$ cat src/rtl/dma_irq_pkg.sv
package dma_irq_pkg;
    localparam int          WORD_W        = 32;
    localparam logic [31:0] WR_MASK       = 32'h00FF_803F;
    localparam int          FORCE_BIT     = 15;
    localparam int          EN_LSB        = 16;
    localparam int          GLOBAL_EN_BIT = 23;
    localparam int          FLAG_LSB      = 24;
    localparam int          FLAG_W        = 7;
    localparam int          SENT_BIT      = 31;
    localparam int          START_BIT     = 24;

    typedef struct packed {
        logic [WORD_W-1:0] word;
        logic              irq;
    } icr_state_t;
endpackage

$ cat src/rtl/dma_irq_flags.sv
module dma_irq_flags
    import dma_irq_pkg::*;
#(
    parameter int NCH     = 7,
    parameter int ADDR_W  = 12,
    parameter int ICR_OFS = 'h0F4
) (
    input  logic              clk,
    input  logic              rst_n,
    input  logic              wr_en,
    input  logic [ADDR_W-1:0] wr_addr,
    input  logic [WORD_W-1:0] wr_data,
    input  logic [NCH-1:0]    done,
    output logic [WORD_W-1:0] word,
    output logic              irq
);
    icr_state_t state_d, state_q;
    logic       hit;
    logic [FLAG_W-1:0] flags;
    logic       cond;

    always_comb begin
        state_d = state_q;
        hit     = wr_en && (wr_addr == ADDR_W'(ICR_OFS));
        flags   = state_q.word[FLAG_LSB +: FLAG_W];
        if (hit) begin
            state_d.word = wr_data & WR_MASK;
            flags        = flags & ~wr_data[FLAG_LSB +: FLAG_W];
        end
        // set after clear: a completion in the same cycle wins
        for (int n = 0; n < NCH; n++) begin
            if (done[n] && state_q.word[EN_LSB + n])
                flags[n] = 1'b1;
        end
        state_d.word[FLAG_LSB +: FLAG_W] = flags;
        cond = (state_d.word[GLOBAL_EN_BIT] && (|flags)) || state_d.word[FORCE_BIT];
        state_d.word[SENT_BIT] = cond;
        state_d.irq            = cond && !state_q.word[SENT_BIT];
    end

    always_ff @(posedge clk or negedge rst_n) begin
        if (!rst_n) state_q <= '0;
        else        state_q <= state_d;
    end

    assign word = state_q.word;
    assign irq  = state_q.irq;

    p_mask_load_r2: assert property (@(posedge clk) disable iff (!rst_n)
        (wr_en && wr_addr == ADDR_W'(ICR_OFS)) |=>
            (word[23:16] == $past(wr_data[23:16]) && word[5:0] == $past(wr_data[5:0])));

    p_force_raises_r8: assert property (@(posedge clk) disable iff (!rst_n)
        (wr_en && wr_addr == ADDR_W'(ICR_OFS) && wr_data[FORCE_BIT]) |=> word[SENT_BIT]);

    p_pulse_has_cond_r5: assert property (@(posedge clk) disable iff (!rst_n)
        irq |-> (word[SENT_BIT] &&
                 ((word[GLOBAL_EN_BIT] && (|word[FLAG_LSB +: FLAG_W])) || word[FORCE_BIT])));

    p_single_pulse_r6: assert property (@(posedge clk) disable iff (!rst_n)
        irq |=> !irq);

    p_other_addr_r10: assert property (@(posedge clk) disable iff (!rst_n)
        (!wr_en && done == '0) |=> $stable(word[23:0]));

    for (genvar g = 0; g < NCH; g++) begin : g_chk
        p_flag_gated_r4: assert property (@(posedge clk) disable iff (!rst_n)
            $rose(word[FLAG_LSB + g]) |-> ($past(done[g]) && $past(word[EN_LSB + g])));
        p_w1c_r3: assert property (@(posedge clk) disable iff (!rst_n)
            (wr_en && wr_addr == ADDR_W'(ICR_OFS) && wr_data[FLAG_LSB + g] && !done[g])
                |=> !word[FLAG_LSB + g]);
    end
endmodule

$ cat src/rtl/dma_start_gate.sv
module dma_start_gate #(
    parameter int NCH       = 7,
    parameter int ADDR_W    = 12,
    parameter int CH_BASE   = 'h088,
    parameter int CH_STRIDE = 'h010
) (
    input  logic              clk,
    input  logic              rst_n,
    input  logic              wr_en,
    input  logic [ADDR_W-1:0] wr_addr,
    input  logic              start_bit,
    input  logic [NCH-1:0]    enable,
    output logic [NCH-1:0]    start
);
    logic [NCH-1:0] start_d, start_q;

    for (genvar g = 0; g < NCH; g++) begin : g_ch
        localparam logic [ADDR_W-1:0] CH_OFS = ADDR_W'(CH_BASE + g * CH_STRIDE);
        always_comb begin
            start_d[g] = wr_en && (wr_addr == CH_OFS) && start_bit && enable[g];
        end

        p_start_gated_r9: assert property (@(posedge clk) disable iff (!rst_n)
            start_q[g] |-> ($past(enable[g]) && $past(wr_en) && $past(start_bit)));
    end

    always_ff @(posedge clk or negedge rst_n) begin
        if (!rst_n) start_q <= '0;
        else        start_q <= start_d;
    end

    assign start = start_q;

    p_start_onehot_r9: assert property (@(posedge clk) disable iff (!rst_n)
        $onehot0(start_q));
endmodule

$ cat src/rtl/dma_irq_unit.sv
module dma_irq_unit
    import dma_irq_pkg::*;
#(
    parameter int NCH       = 7,
    parameter int ADDR_W    = 12,
    parameter int ICR_OFS   = 'h0F4,
    parameter int CH_BASE   = 'h088,
    parameter int CH_STRIDE = 'h010
) (
    input  logic              clk,
    input  logic              rst_n,
    input  logic              reg_wr,
    input  logic [ADDR_W-1:0] reg_addr,
    input  logic [31:0]       reg_wdata,
    input  logic [NCH-1:0]    chan_enable,
    input  logic [NCH-1:0]    chan_done,
    output logic [31:0]       icr_rdata,
    output logic [NCH-1:0]    chan_start,
    output logic              irq_pulse
);
    dma_irq_flags #(
        .NCH     (NCH),
        .ADDR_W  (ADDR_W),
        .ICR_OFS (ICR_OFS)
    ) u_flags (
        .clk     (clk),
        .rst_n   (rst_n),
        .wr_en   (reg_wr),
        .wr_addr (reg_addr),
        .wr_data (reg_wdata),
        .done    (chan_done),
        .word    (icr_rdata),
        .irq     (irq_pulse)
    );

    dma_start_gate #(
        .NCH       (NCH),
        .ADDR_W    (ADDR_W),
        .CH_BASE   (CH_BASE),
        .CH_STRIDE (CH_STRIDE)
    ) u_gate (
        .clk       (clk),
        .rst_n     (rst_n),
        .wr_en     (reg_wr),
        .wr_addr   (reg_addr),
        .start_bit (reg_wdata[START_BIT]),
        .enable    (chan_enable),
        .start     (chan_start)
    );
endmodule

$ cat config.mk
export PLATFORM = sky130hd
export DESIGN_NAME = dma_irq_unit
export DESIGN_NICKNAME = d
export VERILOG_FILES = /design/src/rtl/dma_irq_pkg.sv /design/src/rtl/dma_irq_flags.sv /design/src/rtl/dma_start_gate.sv /design/src/rtl/dma_irq_unit.sv
export SDC_FILE = /design/constraint.sdc
export NUM_CORES = 1
export LEC_CHECK = 0
export BUFFER_PORTS_ARGS = -buffer_cell sky130_fd_sc_hd__buf_2
export CAP_MARGIN = 0
export CORE_MARGIN = 2
export CORE_UTILIZATION = 43
export CTS_CLUSTER_DIAMETER = 150
export DETAILED_ROUTE_END_ITERATION = 7
export GPL_ROUTABILITY_DRIVEN = 0
export PLACE_DENSITY = 0.82
export SLEW_MARGIN = 20
export SYNTH_ARGS = -nofsm -noshare
export SYNTH_HDL_FRONTEND = slang
export SYNTH_SLANG_ARGS = --single-unit
$ cat constraint.sdc
create_clock -name clk -period 2.9 [get_ports clk]
set_input_delay 0.435 -clock clk [delete_from_list [all_inputs] [get_ports clk]]
set_output_delay 0.435 -clock clk [all_outputs]
set_load 0.05 [all_outputs]
==> flow_summary.rst <==
.. list-table::
   :header-rows: 1

   * - Metric
     - Value
   * - Placed standard-cell area
     - 1830 sq um
   * - First DRT Iteration DRCs
     - 45
   * - Slew headroom
     - 56.2%
   * - Initial antenna violation count
     - 0
   * - Worst hold path type
     - primary input to async pin
   * - Global Route met1 Usage
     - 21.2%
   * - Top-area cell type share of the netlist area
     - 55.8%
   * - DR vias
     - 1,277
   * - Total standard cell area after synthesis
     - 1390 sq um
   * - Final hold vios
     - 0
   * - Router iterations before antenna repair
     - 4
   * - Slew at the pin closest to its max-slew limit
     - 657 ps
   * - Area added between synthesis and finish
     - 35.3%
   * - Clock transition at the register clock pins on the worst setup and hold paths after CTS
     - 90 ps
   * - Inserted Diodes
     - 0
   * - Layer with the highest usage after global routing
     - met2
   * - Largest cells by area after synthesis
     - dfrtp_1 (56%), nand2_1 (15%), buf_4 (4.9%), a221o_1 (3.6%), nor2b_1 (2.2%)
   * - Standard cell core area
     - 3080 sq um
   * - # placed instances
     - 268
   * - DRC violation count after routing
     - 0
   * - Critical path class
     - primary input to flop
   * - Number of different library cells in the post-synthesis netlist
     - 30
   * - Number of violations of the max-capacitance limit
     - 0
   * - Global-route wire length before repair
     - 4780 um
   * - Number of setup violations in the final report
     - 0
   * - Pwr Density
     - 415 nW/um^2
   * - Met2 layer usage reported by global route
     - 30.0%
   * - Final design instance area without fill
     - 1880 sq um
   * - Post-placement setup slack
     - 97.3 ps
   * - Nets
     - 292
   * - Critical path endpoint category
     - flop
   * - Required time at the endpoint of the critical path
     - 3090 ps
   * - Ratio of final minimum period to clock period
     - 83.6%
   * - Overall routed net length
     - 3150 um
   * - Overall Power
     - 781 uW
   * - Num CTS Buffers
     - 5
   * - Avg WL per Cell
     - 11.4 um
   * - Remaining global-route overflow
     - 0
   * - Maximum number of pins on one net before global-route repair
     - 32
   * - Remaining antenna violation count after routing
     - 0
   * - Post-detailed-placement half-perimeter wirelength
     - 2480 um
   * - Clock tree from TritonCTS
     - built
   * - Crit path arrival time
     - 2620 ps
   * - Kind of start point of the critical path
     - primary input
   * - Highest fanout seen on the critical path
     - 3
   * - Die Y
     - 60.9 um
   * - Cell seen most often among critical-path stages
     - or4_1
   * - Die Span X
     - 60.9 um
   * - CTS HTree Levels
     - 2
   * - Count of pins on the block boundary
     - 101
   * - Number of register bits inferred by synthesis
     - 31
   * - Via density per instance
     - 4.64
   * - Clk buf depth
     - 2
   * - Placement row count
     - 20
   * - Clock period minus final worst setup slack
     - 2420 ps
   * - Max IR drop VDD
     - 0.264 mV
   * - Clock root buffer master
     - clkbuf_4
   * - Number of global-route vias before repair
     - 1,100
   * - Post-Syn Area per Cell
     - 9.60 sq um
   * - Setup Skew
     - 8.79 ps
   * - Cell taking the most area after synthesis
     - dfrtp_1
   * - Proportion of synthesized chip area in sequential cells
     - 55.8%
   * - Clk Latency, worst-skew pair
     - 330 ps
   * - YS warnings
     - 0
   * - Total Die Area
     - 3710 sq um
   * - Max Clk Rate
     - 0.412 GHz
   * - Sum of negative setup slack
     - 0 ps
   * - Total number of clock tree sinks
     - 31
   * - Final Slew Violations
     - 0
   * - Delay of the slowest cell on the worst path
     - 620 ps
   * - Share of final-layout standard cells stronger than drive strength 1
     - 41.6%
   * - Cell type of the slowest stage on the worst timing path
     - or4_1
   * - Starting Density
     - 45.2%
   * - Setup ws final
     - 476 ps
   * - Count of input and output buffers
     - 81
   * - PostCTS Resize Cnt
     - 0
   * - Result of the run
     - completed
   * - Total track usage
     - 17.9%
   * - Reported leakage power
     - 1.09 nW
   * - CTS hold repair buffers
     - 0
   * - Number of setup buffers added after CTS
     - 0
   * - Post-route insts no fill
     - 275
   * - Setup repair after global routing missed its margin
     - no
   * - Met3 track demand over resource in global routing
     - 6.61%
   * - Cells along the critical path
     - buf_2 > or4_1 > or4_1 > a221o_1 > nor4_1 > a211oi_1
   * - Number of cells produced by synthesis
     - 145
-- final cells by class --
class	count	area (sq um)
fillers	284	1200
flip-flops and latches	31	776
multi-input cells	105	548
repair buffers	85	435
well taps	44	55.1
clock buffers	6	51.3
inverters	3	11.3
clock inverters	1	5.00
-- state kept, by name, indices dropped and copies added (netlist names) --
signal and flops:
u_flags.irq 1, u_gate.start 7, u_flags.word 23
-- worst max-delay path, delay by kind of cell --
family	cells	cell delay (ps)
AO/OA/AOI/OAI	2	460
buffers and inverters	1	90
AND/OR/NAND/NOR	3	1630
-- per-layer routing --
layer  wire [um]  share of wire [%]  vias up
li1            -                  -      634
met1        1280                 41      587
met5           0                  0        -
met3         248                7.9        4
met2        1580                 50       52
met4          38                1.2        0
-- path summary, 6_finish.rpt --
check	start	to	slack, ps	cells past startpoint
max in group asynchronous	rst_n	u_flags.word[24]$_DFF_PN0_	2340	1
min	rst_n	u_flags.word[26]$_DFF_PN0_	130	1
min reg2reg	u_flags.word[31]$_DFF_PN0_	u_flags.irq$_DFF_PN0_	450	1
min in group clk	reg_wdata[20]	u_flags.word[20]$_DFFE_PN0N_	300	3
max reg2reg	u_flags.word[28]$_DFF_PN0_	u_flags.irq$_DFF_PN0_	1400	4
max	reg_addr[11]	u_flags.irq$_DFF_PN0_	480	6
-- report_power, final --
part	internal, mW	switching (mW)	leakage, nW
clock network	0.112	0.135	0.0341
logic	0.0319	0.0657	0.653
registers	0.435	0.00173	0.407
total	0.579	0.202	1.09
-- placed cells by master, fill, tap and decap left out, types with 2 or more instances in the layout --
cell	Yosys	layout
a21oi_1	2	2
a221o_1	5	5
and3_1	2	2
buf_2	1	81
buf_4	9	4
clkbuf_4	0	5
conb_1	1	9
dfrtp_1	31	31
inv_1	3	3
nand2_1	55	55
nor2_1	5	5
nor2b_1	5	5
nor3_1	4	4
nor4_1	2	2
or4_1	2	2
-- cells by family after synthesis --
kind of cell,count (synthesis),synth area share [%]
compound gates,11,6.39
flops,31,55.8
mux,1,0.719
buf+inv,17,7.64
simple gates,84,29.2
other cells,1,0.270
-- stage by stage --
stage	util, %	hold WS, ps
floorplan	-	139
global placement	59.3	434
detailed placement	59.3	429
CTS	61.1	145
global route	61.1	175
finish	61.1	127
-- synth_stat cells --
master / count
nor4_2: 1
clkbuf_1: 3
nand3_1: 1
nand2b_1: 1
a21oi_1: 2
nor3_1: 4
dfrtp_1: 31
mux2i_1: 1
conb_1: 1
buf_6: 1
nor4_1: 2
o31ai_1: 1
and3_1: 2
o41ai_1: 1
or4_1: 2
or4_4: 1
o21ai_0: 1
nand4b_1: 1
nand3b_1: 1
inv_1: 3
nand2_1: 55
buf_4: 9
nor4b_4: 1
buf_2: 1
a211oi_1: 1
nor2_1: 5
a221o_1: 5
or3b_2: 1
nor2b_1: 5
or3_1: 1
(Power assumes the default switching activity.)
